### config.mk
export PLATFORM = sky130hd
export DESIGN_NAME = victim_cache
export DESIGN_NICKNAME = d
export VERILOG_FILES = /design/src/rtl/vc_pkg.sv /design/src/rtl/vc_match.sv /design/src/rtl/vc_lru.sv /design/src/rtl/vc_entry_array.sv /design/src/rtl/victim_cache.sv
export SDC_FILE = /design/constraint.sdc
export NUM_CORES = 1
export LEC_CHECK = 0
export ABC_CLOCK_PERIOD_IN_PS = 4600
export CAP_MARGIN = 20
export CORE_ASPECT_RATIO = 0.6
export CORE_MARGIN = 2
export CORE_UTILIZATION = 67
export DETAILED_ROUTE_END_ITERATION = 8
export DONT_BUFFER_PORTS = 1
export PLACE_DENSITY = 0.93
export RECOVER_POWER = 100
export SETUP_SLACK_MARGIN = 0.15
export SLEW_MARGIN = 15
export SYNTH_ARGS = -nofsm -noshare
export SYNTH_HDL_FRONTEND = slang
export SYNTH_SLANG_ARGS = --single-unit
### constraint.sdc
create_clock -name clk_i -period 4.6 [get_ports clk_i]
set_input_delay 0.92 -clock clk_i [delete_from_list [all_inputs] [get_ports clk_i]]
set_output_delay 0.92 -clock clk_i [all_outputs]
set_load 0.03 [all_outputs]
### src/rtl/vc_pkg.sv
package vc_pkg;
  typedef enum logic [1:0] {
    VC_OP_NONE,
    VC_OP_SWAP,
    VC_OP_FILL
  } vc_op_e;
endpackage

### src/rtl/vc_match.sv
module vc_match #(
  parameter int N  = 4,
  parameter int AW = 26,
  parameter int IW = 2
) (
  input  logic [N-1:0]         valid_i,
  input  logic [N-1:0][AW-1:0] tag_i,
  input  logic [AW-1:0]        addr_i,
  output logic [N-1:0]         hit_vec_o,
  output logic                 hit_o,
  output logic [IW-1:0]        hit_idx_o
);
  for (genvar g = 0; g < N; g++) begin : g_cmp
    assign hit_vec_o[g] = valid_i[g] && (tag_i[g] == addr_i);
  end

  assign hit_o = |hit_vec_o;

  always_comb begin
    hit_idx_o = '0;
    for (int i = 0; i < N; i++) begin
      if (hit_vec_o[i]) hit_idx_o = IW'(i);
    end
  end
endmodule

### src/rtl/vc_lru.sv
module vc_lru #(
  parameter int N  = 4,
  parameter int IW = 2
) (
  input  logic          clk_i,
  input  logic          rst_ni,
  input  logic          touch_i,
  input  logic [IW-1:0] touch_idx_i,
  input  logic [N-1:0]  valid_i,
  output logic [IW-1:0] victim_idx_o
);
  localparam logic [IW-1:0] AGE_MAX = IW'(N - 1);

  logic [N-1:0][IW-1:0] age_q;
  logic [N-1:0]         oldest_vec;

  // ages form a permutation of 0..N-1; 0 = most recent
  always_ff @(posedge clk_i or negedge rst_ni) begin
    if (!rst_ni) begin
      for (int i = 0; i < N; i++) age_q[i] <= IW'(i);
    end else if (touch_i) begin
      for (int i = 0; i < N; i++) begin
        if (IW'(i) == touch_idx_i)             age_q[i] <= '0;
        else if (age_q[i] < age_q[touch_idx_i]) age_q[i] <= age_q[i] + 1'b1;
      end
    end
  end

  for (genvar g = 0; g < N; g++) begin : g_old
    assign oldest_vec[g] = (age_q[g] == AGE_MAX);
  end

  // lowest empty slot first, otherwise the oldest
  always_comb begin
    victim_idx_o = '0;
    for (int i = 0; i < N; i++) begin
      if (oldest_vec[i]) victim_idx_o = IW'(i);
    end
    for (int i = N - 1; i >= 0; i--) begin
      if (!valid_i[i]) victim_idx_o = IW'(i);
    end
  end


  lru_single_oldest_chk: assert property (@(posedge clk_i) disable iff (!rst_ni)
    $countones(oldest_vec) == 1);


  lru_touch_newest_chk: assert property (@(posedge clk_i) disable iff (!rst_ni)
    touch_i |=> age_q[$past(touch_idx_i)] == '0);
endmodule

### src/rtl/vc_entry_array.sv
module vc_entry_array #(
  parameter int N  = 4,
  parameter int AW = 26,
  parameter int DW = 64,
  parameter int IW = 2
) (
  input  logic                 clk_i,
  input  logic                 rst_ni,
  input  logic                 wr_en_i,
  input  logic [IW-1:0]        wr_idx_i,
  input  logic                 wr_valid_i,
  input  logic [AW-1:0]        wr_addr_i,
  input  logic [DW-1:0]        wr_data_i,
  output logic [N-1:0]         valid_o,
  output logic [N-1:0][AW-1:0] tag_o,
  output logic [N-1:0][DW-1:0] data_o
);
  for (genvar g = 0; g < N; g++) begin : g_ent
    logic sel;
    assign sel = wr_en_i && (wr_idx_i == IW'(g));

    always_ff @(posedge clk_i or negedge rst_ni) begin
      if (!rst_ni) begin
        valid_o[g] <= 1'b0;
        tag_o[g]   <= '0;
        data_o[g]  <= '0;
      end else if (sel) begin
        valid_o[g] <= wr_valid_i;
        tag_o[g]   <= wr_addr_i;
        data_o[g]  <= wr_data_i;
      end
    end
  end
endmodule

### src/rtl/victim_cache.sv
module victim_cache #(
  parameter int ENTRIES = 4,
  parameter int ADDR_W  = 26,
  parameter int LINE_W  = 64
) (
  input  logic              clk_i,
  input  logic              rst_ni,
  input  logic              req_valid_i,
  input  logic [ADDR_W-1:0] req_addr_i,
  input  logic              evict_valid_i,
  input  logic [ADDR_W-1:0] evict_addr_i,
  input  logic [LINE_W-1:0] evict_data_i,
  output logic              resp_valid_o,
  output logic              resp_hit_o,
  output logic [LINE_W-1:0] resp_data_o,
  output logic              nl_req_o,
  output logic [ADDR_W-1:0] nl_addr_o
);
  import vc_pkg::*;

  localparam int IDX_W = (ENTRIES > 1) ? $clog2(ENTRIES) : 1;

  logic [ENTRIES-1:0]             valid_q;
  logic [ENTRIES-1:0][ADDR_W-1:0] tag_q;
  logic [ENTRIES-1:0][LINE_W-1:0] data_q;
  logic [ENTRIES-1:0]             hit_vec;
  logic                           lookup_hit;
  logic [IDX_W-1:0]               hit_idx;
  logic [IDX_W-1:0]               victim_idx;

  vc_op_e           op;
  logic             wr_en;
  logic [IDX_W-1:0] wr_idx;
  logic             wr_valid;

  vc_match #(.N(ENTRIES), .AW(ADDR_W), .IW(IDX_W)) u_match (
    .valid_i   (valid_q),
    .tag_i     (tag_q),
    .addr_i    (req_addr_i),
    .hit_vec_o (hit_vec),
    .hit_o     (lookup_hit),
    .hit_idx_o (hit_idx)
  );

  always_comb begin
    if (req_valid_i && lookup_hit)         op = VC_OP_SWAP;
    else if (req_valid_i && evict_valid_i) op = VC_OP_FILL;
    else                                   op = VC_OP_NONE;
  end

  assign wr_en    = (op != VC_OP_NONE);
  assign wr_idx   = (op == VC_OP_SWAP) ? hit_idx : victim_idx;
  // swap with no displaced line frees the slot
  assign wr_valid = (op == VC_OP_SWAP) ? evict_valid_i : 1'b1;

  vc_lru #(.N(ENTRIES), .IW(IDX_W)) u_lru (
    .clk_i        (clk_i),
    .rst_ni       (rst_ni),
    .touch_i      (wr_en),
    .touch_idx_i  (wr_idx),
    .valid_i      (valid_q),
    .victim_idx_o (victim_idx)
  );

  vc_entry_array #(.N(ENTRIES), .AW(ADDR_W), .DW(LINE_W), .IW(IDX_W)) u_array (
    .clk_i      (clk_i),
    .rst_ni     (rst_ni),
    .wr_en_i    (wr_en),
    .wr_idx_i   (wr_idx),
    .wr_valid_i (wr_valid),
    .wr_addr_i  (evict_addr_i),
    .wr_data_i  (evict_data_i),
    .valid_o    (valid_q),
    .tag_o      (tag_q),
    .data_o     (data_q)
  );

  always_ff @(posedge clk_i or negedge rst_ni) begin
    if (!rst_ni) begin
      resp_valid_o <= 1'b0;
      resp_hit_o   <= 1'b0;
      resp_data_o  <= '0;
      nl_req_o     <= 1'b0;
      nl_addr_o    <= '0;
    end else begin
      resp_valid_o <= req_valid_i;
      resp_hit_o   <= req_valid_i && lookup_hit;
      resp_data_o  <= (req_valid_i && lookup_hit) ? data_q[hit_idx] : '0;
      nl_req_o     <= req_valid_i && !lookup_hit;
      if (req_valid_i && !lookup_hit) nl_addr_o <= req_addr_i;
    end
  end


  single_match_chk: assert property (@(posedge clk_i) disable iff (!rst_ni)
    $onehot0(hit_vec));


  hit_resp_chk: assert property (@(posedge clk_i) disable iff (!rst_ni)
    req_valid_i && lookup_hit |=> resp_valid_o && resp_hit_o && !nl_req_o);


  miss_fetch_chk: assert property (@(posedge clk_i) disable iff (!rst_ni)
    resp_valid_o && !resp_hit_o |-> nl_req_o && nl_addr_o == $past(req_addr_i));


  swap_in_chk: assert property (@(posedge clk_i) disable iff (!rst_ni)
    req_valid_i && lookup_hit && evict_valid_i |=>
      valid_q[$past(hit_idx)] && tag_q[$past(hit_idx)] == $past(evict_addr_i));


  idle_quiet_chk: assert property (@(posedge clk_i) disable iff (!rst_ni)
    !req_valid_i |=> !resp_valid_o && !nl_req_o && $stable(valid_q));
endmodule

# [Yosys cells after proc, flatten, opt, wreduce, memory -nomap -nowiden]
# Index checks and enable logic that the tools add are counted.
# Widths: inputs -> output; s select.
[totals] wordCells=95 ff_bits=465 in_bits=120
[classes] addsub=4 eq_ne=14 n_reduce_logical=23 mux=27 n_lt_le_gt_ge=6
[ops] op="$bmux 64 s2" count=1
[ops] op="$mux 64" count=2
[ops] op="$eq 26x26->1" count=4
[ops] op="$mux 2" count=20
[ops] op="$logic_and 1x1->1" count=11
[ops] op="$eq 2x2->1 const B" count=5
[ops] op="$reduce_bool 2->1" count=5
[ops] op="$add 2x1->2 const B" count=4
[ops] op="$lt 2x2->1" count=4
[ops] op="$reduce_and 2->1" count=4
[ops] op="$lt 2x3->1 const B" count=2
[ops] op="$bmux 2 s2" count=1
[ops] op="$eq 2x1->1 const B" count=2
[ops] op="$eq 2x2->1 const A" count=2
[ops] op="$reduce_or 4->1" count=1
[ops] op="$mux 1" count=3
[ops] op="$eq 1x2->1 const A" count=1
[ops] op="$logic_not 2->1" count=1
[ops] op="$logic_not 1->1" count=1

# [Longest topological paths before layout]
# Gate-level depths: netlist of run 1.
[logic_depth] depth_word=14 mapped_depth=14 mapped_depth_nobuf=11

# [Hierarchy]
# A second synthesis of run 1 with hierarchy kept.
[unflattened] hier_cells=1353 hier_area_um2=20749.9
[modules_own_cells] mod="vc_entry_array" area_each_um2=14103.5 cells_per_inst=772 instances=1
[modules_own_cells] mod="victim_cache" area_each_um2=4704.5 cells_per_inst=352 instances=1
[modules_own_cells] mod="vc_match" area_each_um2=1197.4 cells_per_inst=149 instances=1
[modules_own_cells] mod="vc_lru" area_each_um2=744.5 cells_per_inst=80 instances=1

# [Least setup slack after synthesis of run 1]
# Ideal clock, no wire load.
[synth_timing] kind="input to register" from="in req_addr_i[23]" to="reg u_array.data_o[192] in the netlist's numbering" path_stages=13 slack_ns=1.020 setup_time_ns=0.125 path_buffers=4 arrival_time_ns=3.455 path_cell_list="buf_2 > xor2_1 > or4_1 > nor4bb_1 > and4_1 > buf_4 > o21a_2 > or2_2 > nand2_1 > nand3_1 > buf_2 > buf_2 > mux2_2"
[synth_via] elab_chain_cells=9
[synth_rtl] element="start: declaration" line_no="victim_cache.sv:9" source="input logic [ADDR_W-1:0] req_addr_i,"
[synth_rtl] element="$eq 26x26->1" line_no="vc_match.sv:14" source="assign hit_vec_o[g] = valid_i[g] && (tag_i[g] == addr_i);"
[synth_rtl] element="$logic_and 1x1->1" line_no="vc_match.sv:14"
[synth_rtl] element="$reduce_or 4->1" line_no="vc_match.sv:17" source="assign hit_o = |hit_vec_o;"
[synth_rtl] element="$logic_and 1x1->1" line_no="victim_cache.sv:46" source="if (req_valid_i && lookup_hit) op = VC_OP_SWAP;"
[synth_rtl] element="$mux 2" line_no="victim_cache.sv:46"
[synth_rtl] element="$eq 2x1->1" line_no="victim_cache.sv:52" source="assign wr_idx = (op == VC_OP_SWAP) ? hit_idx : victim_idx;"
[synth_rtl] element="$mux 2" line_no="victim_cache.sv:52"
[synth_rtl] element="$eq 2x2->1" line_no="vc_entry_array.sv:20" source="assign sel = wr_en_i && (wr_idx_i == IW'(g));"
[synth_rtl] element="$logic_and 1x1->1 (*)" line_no="vc_entry_array.sv:20"
[synth_rtl] element="end signal: indexed assignment" line_no="vc_entry_array.sv:30" source="data_o[g] <= wr_data_i;"
[synth_rtl] element="end: declaration" line_no="vc_entry_array.sv:16" source="output logic [N-1:0][DW-1:0] data_o"
# Mark *: on every way between the ends. The rest lies on a longest branch, timed or not.
# A chain may end at the register's enable or synchronous reset.

# [Final worst setup path of run 1]
[layout_timing] from="reg u_array.tag_o[27] in the netlist's numbering" to="reg u_array.data_o[12] in the netlist's numbering"
[layout_via] elab_chain_cells=9
[layout_rtl] element="start: declaration" line_no="vc_entry_array.sv:15" source="output logic [N-1:0][AW-1:0] tag_o,"
[layout_rtl] element="start signal: indexed assignment" line_no="vc_entry_array.sv:29" source="tag_o[g] <= wr_addr_i;"
[layout_rtl] element="$eq 26x26->1 (*)" line_no="vc_match.sv:14"
[layout_rtl] element="$logic_and 1x1->1 (*)" line_no="vc_match.sv:14"
[layout_rtl] element="$reduce_or 4->1" line_no="vc_match.sv:17"
[layout_rtl] element="$logic_and 1x1->1" line_no="victim_cache.sv:46"
[layout_rtl] element="$mux 2" line_no="victim_cache.sv:46"
[layout_rtl] element="$eq 2x1->1" line_no="victim_cache.sv:52"
[layout_rtl] element="$mux 2" line_no="victim_cache.sv:52"
[layout_rtl] element="$logic_not 2->1" line_no="vc_entry_array.sv:20"
[layout_rtl] element="$logic_and 1x1->1 (*)" line_no="vc_entry_array.sv:20"
# Marked as above.

==> reports/qor.csv, run 1 <==
stage,metric,value,unit
synth,syn_inst,1595,
setup_path,cp_max_fo,59,
clock_network,ctsHoldBuffers,0,
setup_path,r2r_slack,350,ps
grt,grt_pass1_vias,13800,
clock_network,clock_path_buffers,3,
status,violations,"capacitance limit, slew limit",
setup_path,crit_path_top_delay_cell,buf_4,
die,fp-row-count,49,
setup_path,critPathMaxStageDelay,760,ps
timing,finalSetupViolCount,0,
grt,gr-usage-all-layers,32.3,%
grt,overflow,0,
clock_network,post_cts_buffers,0,
placement,place_congestion,0.942,
clock_network,numCtsBuffers,42,
setup_path,crit_arrival,4680,ps
routing,wl,51300,um
synth,ys_types,58,
run,cap_violations,1,
placement,port_buffers,0,
routing,drt-wirelength-per-cell,25.9,um
grt,antenna_found_initial,0,
placement,pre_cts_ws,222,ps
timing,rsz0062_at_grt,false,
pwr,power.density,671,mW/mm2
synth,syn_area,0.0206,mm2
die,core_area,0.0301,mm2
routing,final_antenna_net_count,0,
synth,synth_area_per_cell,12.9,um2
routing,vias_per_cell,6.64,
clock_network,cts_resized,0,
clock_network,htreeDepth,2,
placement,dp_cells,1903,
cells_and_area,area.growth.synth_to_final,5.65,%
die,initial_core_util,68.5,%
timing,final.setup.tns,0,ps
cells_and_area,layout_commonest_cell,dfrtp_1,
placement,place.detailed.hpwl,31900,um
synth,synth_edf_count,0,
timing,slew_violations,170,
die,die_height,140,um
timing,fmax,235,MHz
synth,ys_warn_count,0,
cells_and_area,layout_common_cells,"461 x dfrtp_1, 307 x mux2_2, 102 x nand2_1, 86 x nor2_1, 79 x xnor2_1",
routing,vias,13100,
setup_path,cp-end-kind,flip-flop,
hold_path,hp-class,input pin to async pin,
pwr,power,14600,uW
cells_and_area,nNetsFinal,1662,
synth,synth-seq-cells,465,
setup_path,crit_chain,xnor2_1 -> nand4_1 -> nor4_1 -> and4_1 -> a211o_1 -> and2_0 -> nand3_1 -> nor2_4 -> buf_4 -> mux2_2,
timing,relSlewSlack,-11.1,%
routing,drt_first_pass_iters,7,
pwr,p_leak,0.00949,uW
clock_network,clk_latency,550,ps
clock_network,cts_tree,built,
routing,drcViolationCount,0,
clock_network,cts_root_buf,clkbuf_16,
timing,hold_viol,0,
synth,ys_seq_area_share,56.4,%
setup_path,cp-start-kind,flip-flop,
grt,grt_pass1_wl,80100,um
timing,postLayoutSetupSlackWorst,345,ps
die,io_pins,213,
routing,drtIter0Drc,1390,
clock_network,path_clk_slew,70,ps
die,dieArea,0.0323,mm2
setup_path,cp_data_required_time,5020,ps
pwr,vdd_drop_max,0.428,mV
timing,skew,19.1,ps
clock_network,cts.sinks,465,
timing,fin_crit_sh,92.5,%
timing,fin_crit,4250,ps
status,outcome,finished with violations,
cells_and_area,diodes,0,
timing,worst_slew_pin_slew,1670,ps
setup_path,critPathKind,flip-flop to flip-flop,
synth,synthArstFlopShare,100,%
synth,syn_nets,1718,
die,dieWidth,231,um
grt,grt_max_degree,466,
cells_and_area,final-instance-count-excl-fill,1977,
synth,synth_ff_type,dfrtp_1,
cells_and_area,layout-drive-gt1-share,26.6,%
final timing paths:
| path | end | from | cells past startpoint |
|---|---|---|---|
| max | u_array.data_o[12] | u_array.tag_o[27] | 10 |
| min | u_array.tag_o[29] | rst_ni | 0 |
| max reg2reg | u_array.data_o[12] | u_array.tag_o[27] | 10 |
| min reg2reg | u_array.data_o[170] | u_array.data_o[170] | 1 |
| max in group asynchronous | u_array.tag_o[94] | rst_ni | 0 |
| min in group clk_i | resp_valid_o | req_valid_i | 0 |
flip-flops by register name (all words and copies together) (netlist names):
signal	cells
u_array.valid_o	4
u_array.tag_o	104
u_lru.age_q	8
resp_hit_o	1
nl_req_o	1
u_array.data_o	256
resp_data_o	64
resp_valid_o	1
nl_addr_o	26
layout make-up:
type                            instances  area (um2)
Timing Repair Buffer                   21         170
Fill cell                            1924        8310
Clock buffer                           65        1280
Clock inverter                          9        86.3
Tap cell                              408         510
Multi-Input combinational cell       1000        8080
Sequential cell                       465       11600
Inverter                                9        33.8
metrics by stage:
| stage | hold WS (ps) | util [%] | instance area (um2) |
|---|---|---|---|
| global placement | 486 | 69.0 | 20800 |
| CTS | 49.4 | 73.6 | 22200 |
| detailed placement | 494 | 69.0 | 20800 |
| finish | 88.6 | 72.4 | 21800 |
| floorplan | 479 | - | 20600 |
| global route | 72.4 | 72.4 | 21800 |
worst max-delay path: cells and delay by family, from the launching register on:
kind | cells | cell delay, ps
AOI/OAI and AO/OA | 1 | 160
buffers and inverters | 1 | 760
and+or+nand+nor | 6 | 1900
xor gates and xnor gates | 1 | 460
muxes | 1 | 430
DFF | 1 | 390
synthesized netlist by cell type, drive strengths merged (4+ instances only):
master | instances | area, um2
a211oi | 39 | 293
mux2 | 386 | 4640
mux2i | 6 | 60.1
nor4 | 8 | 56.3
nor3 | 45 | 230
inv | 9 | 33.8
nand4 | 26 | 163
nor2 | 90 | 353
xnor2 | 79 | 692
nand3 | 38 | 190
and4 | 4 | 35.0
dfrtp | 461 | 11500
clkbuf | 67 | 251
dfstp | 4 | 105
o21ai | 42 | 214
xor2 | 25 | 219
o22ai | 65 | 407
buf | 54 | 365
nand2 | 102 | 383
power breakdown:
group / internal (uW) / leakage [uW] / switching, uW / total, uW
logic: 2310 / 0.00312 / 1910 / 4220
clock network: 1980 / 0.000673 / 1550 / 3520
registers: 5770 / 0.00571 / 1110 / 6880
total: 10100 / 0.00949 / 4570 / 14600
per-layer routing:
layer  wire length, um  vias to the layer above  global-route usage [%]
met4              1450                        0                    9.98
met1             22000                     6836                    46.6
li1                  -                     5534                       -
met2             22800                      636                    47.9
met3              5050                      116                    9.59
met5                 0                        -                       0
logic make-up (layout without fill, tap and decap cells):
logic type      Yosys count  in the layout  share of synthesized area, %
flops                   465            465                          56.4
mux                     392            392                          22.8
simple gates            331            331                          7.49
compound gates          170            170                          5.55
buf+inv                 130            104                          3.15
xor+xnor                104            104                          4.42
fa+ha+maj                 3              3                         0.182
No activity file was read; power rests on OpenSTA's default activity.
==> run 2, diff against run 1 <==
CTS_CLUSTER_SIZE = 20   (was default)
==> results of run 2 <==
The final DEF is identical to that of run 1; final timing and power are the same.
==> run 3, diff against run 2 <==
CTS_CLUSTER_SIZE = default   (was 20)
==> results of run 3 <==
The final DEF is identical to that of run 1; final timing and power are the same.
